[src/rtl/ftx_pkg.sv]
// Package ftx_pkg
// Shared types and helpers for the frame packetiser.
// Assumes: control bytes are 8 bits wide.
package ftx_pkg;

    typedef enum logic [2:0] {
        ST_IDLE,
        ST_SYNC,
        ST_HEAD,
        ST_DATA,
        ST_CSUM,
        ST_HANG
    } ftx_state_e;

    // Check byte that makes the four control bytes add to zero mod 256
    function automatic logic [7:0] head_check(input logic [7:0] a,
                                              input logic [7:0] f,
                                              input logic [7:0] s);
        logic [7:0] t;
        t = a + f + s;
        return (~t) + 8'd1;
    endfunction

endpackage

[src/rtl/ftx_crc_serial.sv]
// Module ftx_crc_serial
// Bit-serial CRC, non-reflected, MSB first, no final XOR.
// Exposes the registered value and the value after the current bit, so the
// caller can load the finished CRC on the same edge as the final data bit.
// Assumes: clear and shift_en are not asserted together.
module ftx_crc_serial #(
    parameter int               WIDTH = 16,
    parameter logic [WIDTH-1:0] POLY  = '0,
    parameter logic [WIDTH-1:0] INIT  = '1
) (
    input  logic             clk,
    input  logic             rst_n,
    input  logic             clear,
    input  logic             shift_en,
    input  logic             bit_in,
    output logic [WIDTH-1:0] crc,
    output logic [WIDTH-1:0] crc_nxt
);
    logic feedback;

    // Next value: one LFSR step when shifting, otherwise hold
    always_comb begin
        feedback = crc[WIDTH-1] ^ bit_in;
        if (shift_en)
            crc_nxt = {crc[WIDTH-2:0], 1'b0} ^ (feedback ? POLY : '0);
        else
            crc_nxt = crc;
    end

    // Register: reset and clear to INIT, else take the next value
    always_ff @(posedge clk) begin
        if (!rst_n || clear)
            crc <= INIT;
        else
            crc <= crc_nxt;
    end

    // A clear must leave the register at the initial value
    AST_CRC_CLEAR: assert property (@(posedge clk) disable iff (!rst_n)
        clear |=> crc == INIT);

endmodule

[src/rtl/ftx_len_track.sv]
// Module ftx_len_track
// Counts user data bytes popped in a frame (saturating) and reports when the
// count exceeds SHORT_MAX, which selects the long data CRC.
// Assumes: clear is pulsed at frame start, inc once per popped byte.
module ftx_len_track #(
    parameter int CNT_W     = 8,
    parameter int SHORT_MAX = 16
) (
    input  logic clk,
    input  logic rst_n,
    input  logic clear,
    input  logic inc,
    output logic long_msg
);
    localparam logic [CNT_W-1:0] LIMIT = CNT_W'(SHORT_MAX);

    logic [CNT_W-1:0] count;

    // Byte counter: clears per frame, saturates at all ones
    always_ff @(posedge clk) begin
        if (!rst_n || clear)
            count <= '0;
        else if (inc && (count != '1))
            count <= count + 1'b1;
    end

    // Long-message flag from the count
    always_comb long_msg = (count > LIMIT);

    // Within a frame the count never goes down
    AST_LEN_MONOTONIC: assert property (@(posedge clk) disable iff (!rst_n)
        !clear |=> count >= $past(count));

endmodule

[src/rtl/frame_tx_packer.sv]
// Module frame_tx_packer
// Serialises one data frame: bit sync, frame sync, four control bytes,
// user data from a FIFO, an optional length-dependent data CRC, and a
// single hang bit. Output is a valid/ready bit stream, MSB first.
// Assumes: the FIFO head (din) is stable while din_valid is high and no pop
// occurs; control inputs are sampled only on the start cycle.
module frame_tx_packer
    import ftx_pkg::*;
#(
    parameter logic [15:0] BIT_SYNC   = 16'hAAAA,
    parameter logic [15:0] FRAME_SYNC = 16'h3B28,
    parameter logic [15:0] CRC16_POLY = 16'h1021,
    parameter logic [31:0] CRC32_POLY = 32'h04C11DB7,
    parameter int          SHORT_MAX  = 16,
    parameter int          LEN_W      = 8
) (
    input  logic       clk,
    input  logic       rst_n,
    input  logic       start,
    input  logic [7:0] addr_byte,
    input  logic [7:0] fmt_byte,
    input  logic [7:0] size_byte,
    input  logic       sized,
    input  logic       last_data,
    input  logic       irq_en,
    input  logic [7:0] din,
    input  logic       din_valid,
    output logic       din_ready,
    output logic       bit_out,
    output logic       bit_valid,
    input  logic       bit_ready,
    output logic       irq,
    output logic       underrun,
    output logic       busy
);
    localparam int FIELD_W = 32;
    localparam int CNT_W   = $clog2(FIELD_W + 1);
    localparam logic [CNT_W-1:0] FULL_CNT = CNT_W'(FIELD_W);
    localparam logic [CNT_W-1:0] BYTE_CNT = CNT_W'(8);
    localparam logic [CNT_W-1:0] HALF_CNT = CNT_W'(16);

    ftx_state_e         state;
    logic [FIELD_W-1:0] shreg;
    logic [CNT_W-1:0]   bits_left;
    logic [FIELD_W-1:0] head_word;
    logic               sized_q;
    logic               last_bit;

    logic               xfer;
    logic               field_end;
    logic               need_byte;
    logic               frame_open;
    logic               crc_shift;
    logic               long_msg;
    logic [15:0]        crc16_q, crc16_nxt;
    logic [31:0]        crc32_q, crc32_nxt;

    // Handshake and boundary decode
    always_comb begin
        busy       = (state != ST_IDLE);
        bit_valid  = busy;
        bit_out    = (state == ST_HANG) ? ~last_bit : shreg[FIELD_W-1];
        xfer       = bit_valid && bit_ready;
        field_end  = xfer && (bits_left == CNT_W'(1));
        need_byte  = field_end && ((state == ST_HEAD) || (state == ST_DATA));
        din_ready  = need_byte && din_valid;
        frame_open = (state == ST_IDLE) && start;
        crc_shift  = xfer && (state == ST_DATA);
    end

    // Short and long data CRC engines run side by side on the data bits
    ftx_crc_serial #(.WIDTH(16), .POLY(CRC16_POLY), .INIT('1)) u_crc16 (
        .clk(clk), .rst_n(rst_n), .clear(frame_open), .shift_en(crc_shift),
        .bit_in(shreg[FIELD_W-1]), .crc(crc16_q), .crc_nxt(crc16_nxt));

    ftx_crc_serial #(.WIDTH(32), .POLY(CRC32_POLY), .INIT('1)) u_crc32 (
        .clk(clk), .rst_n(rst_n), .clear(frame_open), .shift_en(crc_shift),
        .bit_in(shreg[FIELD_W-1]), .crc(crc32_q), .crc_nxt(crc32_nxt));

    // Data byte count decides the CRC width
    ftx_len_track #(.CNT_W(LEN_W), .SHORT_MAX(SHORT_MAX)) u_len (
        .clk(clk), .rst_n(rst_n), .clear(frame_open), .inc(din_ready),
        .long_msg(long_msg));

    // Frame sequencer and field shifter
    always_ff @(posedge clk) begin
        if (!rst_n) begin
            state     <= ST_IDLE;
            shreg     <= '0;
            bits_left <= '0;
            head_word <= '0;
            sized_q   <= 1'b0;
            last_bit  <= 1'b0;
            underrun  <= 1'b0;
            irq       <= 1'b0;
        end else begin
            irq <= 1'b0;
            if (xfer) begin
                last_bit  <= bit_out;
                shreg     <= {shreg[FIELD_W-2:0], 1'b0};
                bits_left <= bits_left - 1'b1;
            end
            case (state)
                ST_IDLE: begin
                    if (start) begin
                        state     <= ST_SYNC;
                        shreg     <= {BIT_SYNC, FRAME_SYNC};
                        bits_left <= FULL_CNT;
                        head_word <= {addr_byte, fmt_byte, size_byte,
                                      head_check(addr_byte, fmt_byte, size_byte)};
                        sized_q   <= sized;
                        underrun  <= 1'b0;
                    end
                end
                ST_SYNC: begin
                    if (field_end) begin
                        state     <= ST_HEAD;
                        shreg     <= head_word;
                        bits_left <= FULL_CNT;
                    end
                end
                ST_HEAD, ST_DATA: begin
                    if (field_end) begin
                        if (din_valid) begin
                            state     <= ST_DATA;
                            shreg     <= {din, 24'h0};
                            bits_left <= BYTE_CNT;
                        end else if (last_data && sized_q) begin
                            state     <= ST_CSUM;
                            shreg     <= long_msg ? crc32_nxt : {crc16_nxt, 16'h0};
                            bits_left <= long_msg ? FULL_CNT : HALF_CNT;
                        end else begin
                            state    <= ST_HANG;
                            underrun <= !last_data;
                        end
                    end
                end
                ST_CSUM: begin
                    if (field_end)
                        state <= ST_HANG;
                end
                ST_HANG: begin
                    if (xfer) begin
                        state <= ST_IDLE;
                        irq   <= irq_en;
                    end
                end
                default: state <= ST_IDLE;
            endcase
        end
    end

    // A stalled bit must not change before the modulator takes it
    AST_HOLD_BIT: assert property (@(posedge clk) disable iff (!rst_n)
        (bit_valid && !bit_ready) |=> (bit_valid && $stable(bit_out)));

    // The interrupt follows the hang state only
    AST_IRQ_AFTER_HANG: assert property (@(posedge clk) disable iff (!rst_n)
        irq |-> $past(state == ST_HANG));

    // The interrupt lasts one cycle
    AST_IRQ_PULSE: assert property (@(posedge clk) disable iff (!rst_n)
        irq |=> !irq);

    // An underrun frame never sends a data CRC
    AST_UNDERRUN_NO_CSUM: assert property (@(posedge clk) disable iff (!rst_n)
        underrun |-> (state != ST_CSUM));

    // A start during a frame leaves the latched control bytes alone
    AST_START_IGNORED: assert property (@(posedge clk) disable iff (!rst_n)
        (busy && start) |=> $stable(head_word));

endmodule

[config.mk]
export PLATFORM = sky130hd
export DESIGN_NAME = frame_tx_packer
export DESIGN_NICKNAME = d
export VERILOG_FILES = /design/src/rtl/ftx_pkg.sv /design/src/rtl/ftx_crc_serial.sv /design/src/rtl/ftx_len_track.sv /design/src/rtl/frame_tx_packer.sv
export SDC_FILE = /design/constraint.sdc
export NUM_CORES = 1
export LEC_CHECK = 0
export BUFFER_PORTS_ARGS = -buffer_cell sky130_fd_sc_hd__buf_2
export CAP_MARGIN = 20
export CORE_MARGIN = 2
export CORE_UTILIZATION = 35
export DETAILED_ROUTE_END_ITERATION = 10
export PLACE_DENSITY = 0.51
export SETUP_SLACK_MARGIN = 0.5
export SLEW_MARGIN = 15
export SYNTH_ARGS = -nofsm -noshare
export SYNTH_HDL_FRONTEND = slang
export SYNTH_SLANG_ARGS = --single-unit
[constraint.sdc]
create_clock -name clk -period 3.7 [get_ports clk]
set_clock_uncertainty 0.1 [all_clocks]
set_input_delay 0.555 -clock clk [delete_from_list [all_inputs] [get_ports clk]]
set_output_delay 0.555 -clock clk [all_outputs]
set_load 0.03 [all_outputs]
Word level (Yosys, flattened, before mapping). Index checks and enable logic that the tools add are counted.

Register bits: 133. Bits of input ports: 40. Output and inout bits: 6. Logic and storage cells: 91.

Add/subtract/negate cells: 5. Magnitude comparators: 1. Equal/unequal tests: 14. Muxes and demuxes: 34. Bitwise logic cells: 6. Reduce and logical (&&, ||, !) cells: 20.

Operators with widths (count): 32-bit two-way mux (8); 32-bit one-hot mux with 3 select lines (1); 6-bit two-way mux (7); 32-bit bitwise XOR (1); 27-bit two-way mux (1); 3-bit two-way mux (6); 6-bit one-hot mux with 3 select lines (1); 8-bit by 1-bit adder with 8-bit output (second input constant) (2); 8-bit adder (2); 16-bit two-way mux (1); 16-bit bitwise XOR (1); 3-bit one-hot mux with 5 select lines (1); 2-bit != test (second input constant) (7); 13-bit two-way mux (1); 5-bit AND reduction (2); 8-bit by 5-bit greater-than comparator with 1-bit output (second input constant) (1); 1-bit logical AND (8); 8-bit != test (second input constant) (1); 8-bit inverter (1); 3-bit by 2-bit equality test with 1-bit output (second input constant) (2); 3-bit equality test (second input constant) (2); 6-bit by 1-bit equality test with 1-bit output (second input constant) (1); 1-bit two-way mux (6); 6-bit by 1-bit subtractor with 6-bit output (second input constant) (1); 12 further kinds (15).

Depth between registers and ports, before layout. Gate-level depths: netlist of run 1.

Depth in word-level cells: 9. Gate-level depth with buffers: 11. Gate-level depth less buffers: 11.

Hierarchy. From an unflattened synthesis of run 1, not the netlist that was laid out.

Cell total of the unflattened synthesis: 870. Area, all modules: 7734.9 um^2.

By module, submodules not included: frame_tx_packer (instances 1, cells each 621, area each 4952.2 um^2, seq. area each 1541.5 um^2); ftx_crc_serial (u_crc32) (instances 1, cells each 138, area each 1634.1 um^2, seq. area each 640.6 um^2); ftx_crc_serial (u_crc16) (instances 1, cells each 59, area each 695.7 um^2, seq. area each 320.3 um^2); ftx_len_track (instances 1, cells each 52, area each 452.9 um^2, seq. area each 160.2 um^2).

Least setup slack after synthesis of run 1. Ideal clock, no wire load.

Path type: input -> register. Start: input addr_byte[1]. End: register head_word[6]. Library setup time: 0.074 ns. Data arrival time: 2.931 ns. Required time: 3.526 ns. Path slack: 0.594 ns. Stages on the path: 11. Path buffers: 0. Cell sequence: inv_1 fa_1 inv_1 ha_1 fa_1 a211oi_1 nor2_1 xor2_1 nor3_1 or3_1 a31oi_1.

Word-level cells in the longest chain between the ends: 4.

Ends and longest elaborated chain: start: declaration (RTL line frame_tx_packer.sv:20) `input logic [7:0] addr_byte,`; 8-bit adder (2 in a row) (RTL line ftx_pkg.sv:20) `t = a + f + s;`; 8-bit inverter (RTL line ftx_pkg.sv:21) `return (~t) + 8'd1;`; 8-bit by 1-bit adder with 8-bit output (RTL line ftx_pkg.sv:21); end signal: assignment (RTL line frame_tx_packer.sv:109) `head_word <= {addr_byte, fmt_byte, size_byte,`; end: declaration (RTL line frame_tx_packer.sv:45) `logic [FIELD_W-1:0] head_word;`.

No other way between the ends. A chain may end at the register's enable or synchronous reset.

Final worst setup path of run 1. Same ends and word-level chain as after synthesis.

==> impl_metrics.ini, run 1 <==
[run_status]
run_status = finished clean

[logic_synthesis]
synth_fp_nets = 966
netlist.area_leader.share = 0.362
synth_async_sr_flop_share = 0
synth_edf_count = 0
muxShareOfSynthArea = 0.101
ys_seq_area_frac = 0.362
postSynthAreaPerCell_sq_um = 8.12
synth_ff_type = dfxtp_1
synthXorXnorAreaFrac = 0.0515
synthAdderAreaFrac = 0.0404
synth.ff_latch_count = 133
syn_inst = 907
ys_warn_count = 0
yosys.area.top_type = dfxtp_1
synthesis.area_sq_um = 7360
ys_types = 63
synth-simple-area-share = 0.193
ys_top_cells_by_area = dfxtp_1 36%, mux2i_1 9.5%, nand2_1 8.7%
synth_compound_area_frac = 0.206
synth_top_family_by_area = compound AO/OA/AOI/OAI gates

[sta]
setup_tns_ns = 0
fmax_mhz = 338
fin_crit_ns = 2.96
hold_viol_final = 0
slew_headroom = 0.454
hold-worst-slack_ns = 0.270
fin_crit_sh = 0.799
max_slew.worst_pin.slew_ns = 0.810
setup_viol = 0
grt_setup_unrepaired = no
slew_viol_final = 0

[finish]
n_fill_cell = 2203
syn_to_final_growth_pct = 15.2
fin_nets = 997
drive_above_1_share = 0.132
antennaDiodeCount = 0

[setup_path]
cp_data_arrival_time_ns = 3.21
critPathMaxFanout = 4
crit_chain = buf_2 > inv_1 > fa_1 > inv_1 > ha_1 > fa_1 > a211oi_1 > nor2_1 > xor2_1 > nor3_1 > or3_1 > a31oi_1
slowest_stage = fa_1
cp-start-kind = input pin
slowest_delay_ns = 0.52
worstSetupPathType = input pin to register
worst_ep_required_time_ns = 3.95
cp-end-kind = register

[grt]
grtUsageMet1 = 0.290
grt_pass1_wl_um = 36400
first_global_vias = 6292
busiest_layer = met2
grt_usage = 0.212
antenna_found_initial = 0
groute.layer.met3.usage = 0.0287
grt_overflow = 0
grt_max_degree = 44
grt_use_met2 = 0.342

[power_and_ir_drop]
p_per_area_nw_per_um2 = 530
power_leakage_nw = 3.41
ir_drop_uv = 339

[clocking]
hold_buffers = 0
cts_tree = yes
clkTransAtPathRegs_ns = 0.06
cts_made_buffers = 17
root_buffer = clkbuf_16
htreeDepth = 4
clk_latency_ns = 0.43
clock-sinks = 133
cts_resized = 0
clockBufferDepth = 2
cts_setup_buffers = 0

[placement]
routabilityCongestion = 0.889
port_buffers = 45
hpwl_um = 16500

[floorplanning]
start_util = 0.354
die_height_um = 149
ios = 46
dieArea_sq_um = 22200
core-area_sq_um = 20800
row_count = 53
fp.dieW_um = 149

[route]
finalWirelength_um = 23100
drc = 0
first_iter_violations = 492
firstDrtPassIters = 5
vias = 6697
vias_per_cell = 5.46
wl_per_cell_um = 18.8
antenna_left = 0

[job]
cap_violations = 0

[worst_hold_path]
hp-class = input pin to register
cell families (layout without fill, tap and decap cells):
logic type | count (synthesis) | after routing
flip-flops | 133 | 133
buffers and inverters | 83 | 127
adder cells (fa/ha/maj) | 19 | 19
AO/OA/AOI/OAI | 238 | 238
multiplexers | 74 | 74
AND/OR/NAND/NOR | 321 | 321
XOR/XNOR | 39 | 39
worst paths after layout:
path	depth (start not counted)	start	to	slack, ns
worst min register to register	2	head_word[11]	head_word[11]	0.36
worst min-delay path	3	sized	sized_q	0.27
worst max register to register	9	u_len.count[0]	shreg[26]	0.85
worst max-delay path	12	addr_byte[1]	head_word[6]	0.74
power breakdown:
part | switching (mW) | internal [mW]
Clock | 0.711 | 0.870
Sequential | 0.133 | 1.55
Combinational | 0.764 | 0.472
Total | 1.61 | 2.89
state kept, by name, summed over array words and instances (netlist names):
name,flops
head_word,32
irq,1
u_len.count,8
shreg,32
sized_q,1
u_crc32.crc,32
state,3
u_crc16.crc,16
last_bit,1
underrun,1
bits_left,6
worst max-delay path: cells and delay by family:
family                     cells  cell delay (ns)
buffers and inverters          3             0.18
adders and majority gates      3             1.19
and+or+nand+nor                3             0.52
AOI/OAI and AO/OA              2             0.48
xor gates and xnor gates       1             0.26
metrics by stage:
| step | power [mW] | instance area [sq um] | util | std cells | worst slack, ns |
|---|---|---|---|---|---|
| 2_1_floorplan | 2.54 | 7360 | - | 907 | 0.594 |
| 3_3_place_gp | 2.93 | 7930 | 0.381 | 1194 | 0.370 |
| 3_5_place_dp | 2.93 | 7930 | 0.381 | 1194 | 0.325 |
| 4_1_cts | 4.51 | 8480 | 0.407 | 1226 | 0.754 |
| 5_1_grt | 4.71 | 8480 | 0.407 | 1226 | 0.537 |
| 6_report | 4.50 | 8480 | 0.407 | 1226 | 0.744 |
placed cells by master, fill, tap and decap left out, drive strengths merged, types with 7 or more instances in the layout:
| cell type | count |
|---|---|
| nand2 | 171 |
| dfxtp | 133 |
| buf | 78 |
| mux2i | 70 |
| o21ai | 67 |
| a21oi | 66 |
| nor2 | 62 |
| xnor2 | 25 |
| nand3 | 22 |
| inv | 21 |
| clkbuf | 17 |
| a221oi | 16 |
| nand2b | 14 |
| o22ai | 13 |
| a22oi | 12 |
| xor2 | 12 |
| ha | 11 |
| a31oi | 10 |
| nor3 | 10 |
| nor2b | 8 |
| fa | 8 |
| o21a | 7 |
| a211oi | 7 |
| o211ai | 7 |
Yosys cell counts, types with 6 or more instances:
library cell,instances
a211oi_1,7
and3_1,6
a221oi_1,16
nor2b_1,8
xor2_1,11
xnor2_1,25
a21oi_1,66
buf_1,6
nor2_1,62
o21ai_0,67
nand2b_1,14
nand3_1,22
o22ai_1,13
a31oi_1,10
mux2i_1,70
buf_2,11
inv_1,16
fa_1,8
nand2_1,171
clkbuf_1,46
o21a_1,7
dfxtp_1,133
a22oi_1,12
nor3_1,10
o211ai_1,7
ha_1,11
final cells by class:
cell class	count	area, sq um	area share
tap	275	344	0.0406
inverter	17	63.8	0.00753
sequential	133	2660	0.314
timing repair buffer	78	485	0.0573
multi-input combinational	691	4370	0.516
clock buffer	17	425	0.0502
clock inverter	15	125	0.0148
layer usage:
metal	wire, um	up-vias
met5	0	-
met4	612	0
met2	10500	209
met1	10900	3169
li1	-	3270
met3	1030	49
Note: power is estimated with default switching activity, not from simulation.
==> run 2, diff against run 1 <==
--- a/config.mk
+++ b/config.mk
@@ -5,6 +5,7 @@
 export SDC_FILE = /design/constraint.sdc
 export NUM_CORES = 1
 export LEC_CHECK = 0
+export ABC_AREA = 1
 export BUFFER_PORTS_ARGS = -buffer_cell sky130_fd_sc_hd__buf_2
 export CAP_MARGIN = 20
 export CORE_MARGIN = 2
==> constraint.sdc (replaced) <==
create_clock -name clk -period 2.8 [get_ports clk]
set_clock_uncertainty 0.1 [all_clocks]
set_input_delay 0.42 -clock clk [delete_from_list [all_inputs] [get_ports clk]]
set_output_delay 0.42 -clock clk [all_outputs]
set_load 0.03 [all_outputs]
==> impl_metrics.ini, run 2 <==
[logic_synthesis]
postSynthAreaPerCell_sq_um = 6.71
synth.ff_latch_count = 133
ys_seq_area_frac = 0.352
syn_inst = 1128
ys_types = 48
ys_top_cells_by_area = dfxtp_1 35%, nand2_1 18%, o21ai_0 6.5%
synthesis.area_sq_um = 7570
synth.top_cells.by_count = 371 x nand2_1, 133 x dfxtp_1, 119 x inv_1, 99 x o21ai_0
ys_warn_count = 0
synth_fp_nets = 1187
yosysMostFrequentCell = nand2_1
yosys.area.top_type = dfxtp_1
synth_async_sr_flop_share = 0
synth_edf_count = 0
netlist.area_leader.share = 0.352
synth_ff_type = dfxtp_1

[route]
finalWirelength_um = 23900
firstDrtPassIters = 7
drc = 0
vias = 7313
first_iter_violations = 505
antenna_left = 0
wl_per_cell_um = 16.3
vias_per_cell = 4.97

[clocking]
hold_buffers = 0
cts_tree = yes
htreeDepth = 4
clk_latency_ns = 0.43
root_buffer = clkbuf_16
clock-sinks = 133
cts_made_buffers = 17
clockBufferDepth = 2
clkTransAtPathRegs_ns = 0.06

[floorplanning]
fp.dieW_um = 151
row_count = 53
die_height_um = 151
ios = 46
dieArea_sq_um = 22800
start_util = 0.358
core-area_sq_um = 21200

[power_and_ir_drop]
clkPwrFrac = 0.292
finalPower_mw = 8.32
ir_drop_uv = 417
p_int_mw = 4.93
p_per_area_nw_per_um2 = 921
swShare = 0.408
combPwrFrac = 0.410
p_switching_mw = 3.39
power_leakage_nw = 4.23
p_seq_frac = 0.298

[grt]
grt_pass1_wl_um = 37200
first_global_vias = 6753
grt_overflow = 0
grt_use_met2 = 0.348
busiest_layer = met2
grt_max_degree = 51
groute.layer.met3.usage = 0.0383
grtUsageMet1 = 0.294
antenna_found_initial = 1
grt_usage = 0.216

[sta]
slew_headroom = 0.445
slew_viol_final = 0
grt_setup_unrepaired = yes
setup_viol = 0
fmax_mhz = 436
fin_crit_ns = 2.29
timing.final.ws_setup_ns = 0.508
hold_viol_final = 0
fin_crit_sh = 0.819
max_slew.worst_pin.slew_ns = 0.829

[setup_path]
critPathMaxFanout = 3
cp_data_arrival_time_ns = 2.55
cp-end-kind = register
cp-start-kind = input pin
slowest_delay_ns = 0.54
worst_ep_required_time_ns = 3.06
slowest_stage = fa_1
worstSetupPathType = input pin to register
crit_chain = buf_6 > inv_4 > fa_1 > inv_2 > ha_4 > fa_2 > nor3_4 > inv_1 > nor2_2 > nand2_2 > nor2_4 > nand3_2 > a31oi_1
r2r_slack_ns = 0.67

[finish]
antennaDiodeCount = 0
largestRegisters = head_word x32, shreg x32, u_crc32.crc x32
instances_no_fill = 1471
fin_area_sq_um = 9030
utilization = 0.427
syn_to_final_growth_pct = 19.3
final_common_cell = nand2_1
fin_nets = 1242
drive_above_1_share = 0.161
most-common-layout-cells = 366 x nand2_1, 131 x dfxtp_1, 114 x inv_1

[placement]
hpwl_um = 17100
routabilityCongestion = 0.812
port_buffers = 45
place_area_sq_um = 8190
pre_cts_ws_ns = -0.0144
placedCellCount = 1433

[job]
cap_violations = 0

[worst_hold_path]
hp-class = input pin to register

[run_status]
run_status = finished clean
[run 2: cell types whose count changed after synthesis, moves of 24 or more]
cell,previous run,this run
nand3_1,22,58
o21ai_0,67,99
mux2i_1,70,9
inv_1,16,119
nand2_1,171,371
o21ai_1,0,24
clkbuf_1,46,15
[run 2: power by group through the flow]
stage	Combinational (mW)	Sequential, mW	Clock (mW)
after floorplan	2.46	2.40	0
after global placement	3.27	2.50	0
after detailed placement	3.27	2.50	0
after CTS	3.31	2.47	2.46
after global routing	3.81	2.52	2.55
final	3.41	2.48	2.43
[run 2: final cells by class]
class                   instances  area (sq um)
fillers                      2270         12100
multi-input cells             815          4260
flip-flops and latches        133          2670
repair buffers                 85           627
inverters                     131           505
clock buffers                  21           450
well taps                     275           344
clock inverters                11           175
[run 2: stage by stage]
step                      hold WS (ns)  setup TNS [ns]
after detailed placement         0.364         -0.0144
after global routing             0.126               0
after CTS                        0.121               0
after floorplan                  0.323               0
after global placement           0.356         -0.0200
final                            0.134               0
[run 2: routing by layer]
metal	vias up	routed length, um
li1	3737	-
met1	3368	11300
met2	176	11000
met3	32	1150
met4	0	518
met5	-	0
[run 2: final timing paths]
check | startpoint | to | cells after the start
min reg2reg | head_word[22] | head_word[22] | 1
max | addr_byte[1] | head_word[7] | 13
min | irq_en | irq | 3
max reg2reg | bits_left[1] | shreg[10] | 9
[run 2: cell families after synthesis]
kind of cell / count (synthesis) / share of synthesized area
AOI/OAI and AO/OA: 228 / 0.168
xor gates and xnor gates: 20 / 0.0231
adders and majority gates: 19 / 0.0393
buffers and inverters: 180 / 0.104
DFF: 133 / 0.352
muxes: 9 / 0.0119
and+or+nand+nor: 539 / 0.303
[run 2: critical path, delay by kind of cell]
family,cells,cell delay (ns)
fa+ha+maj,3,1.15
buf+inv,4,0.22
compound gates,1,0.16
simple gates,5,0.60
[run 2: what timing repair did]
item,in CTS,in global routing
resized for setup,15,30
pin swaps,5,9
cloned,0,1
endpoints found under the hold margin,0,0
setup buffers,2,3
endpoints found under the setup margin,9,31
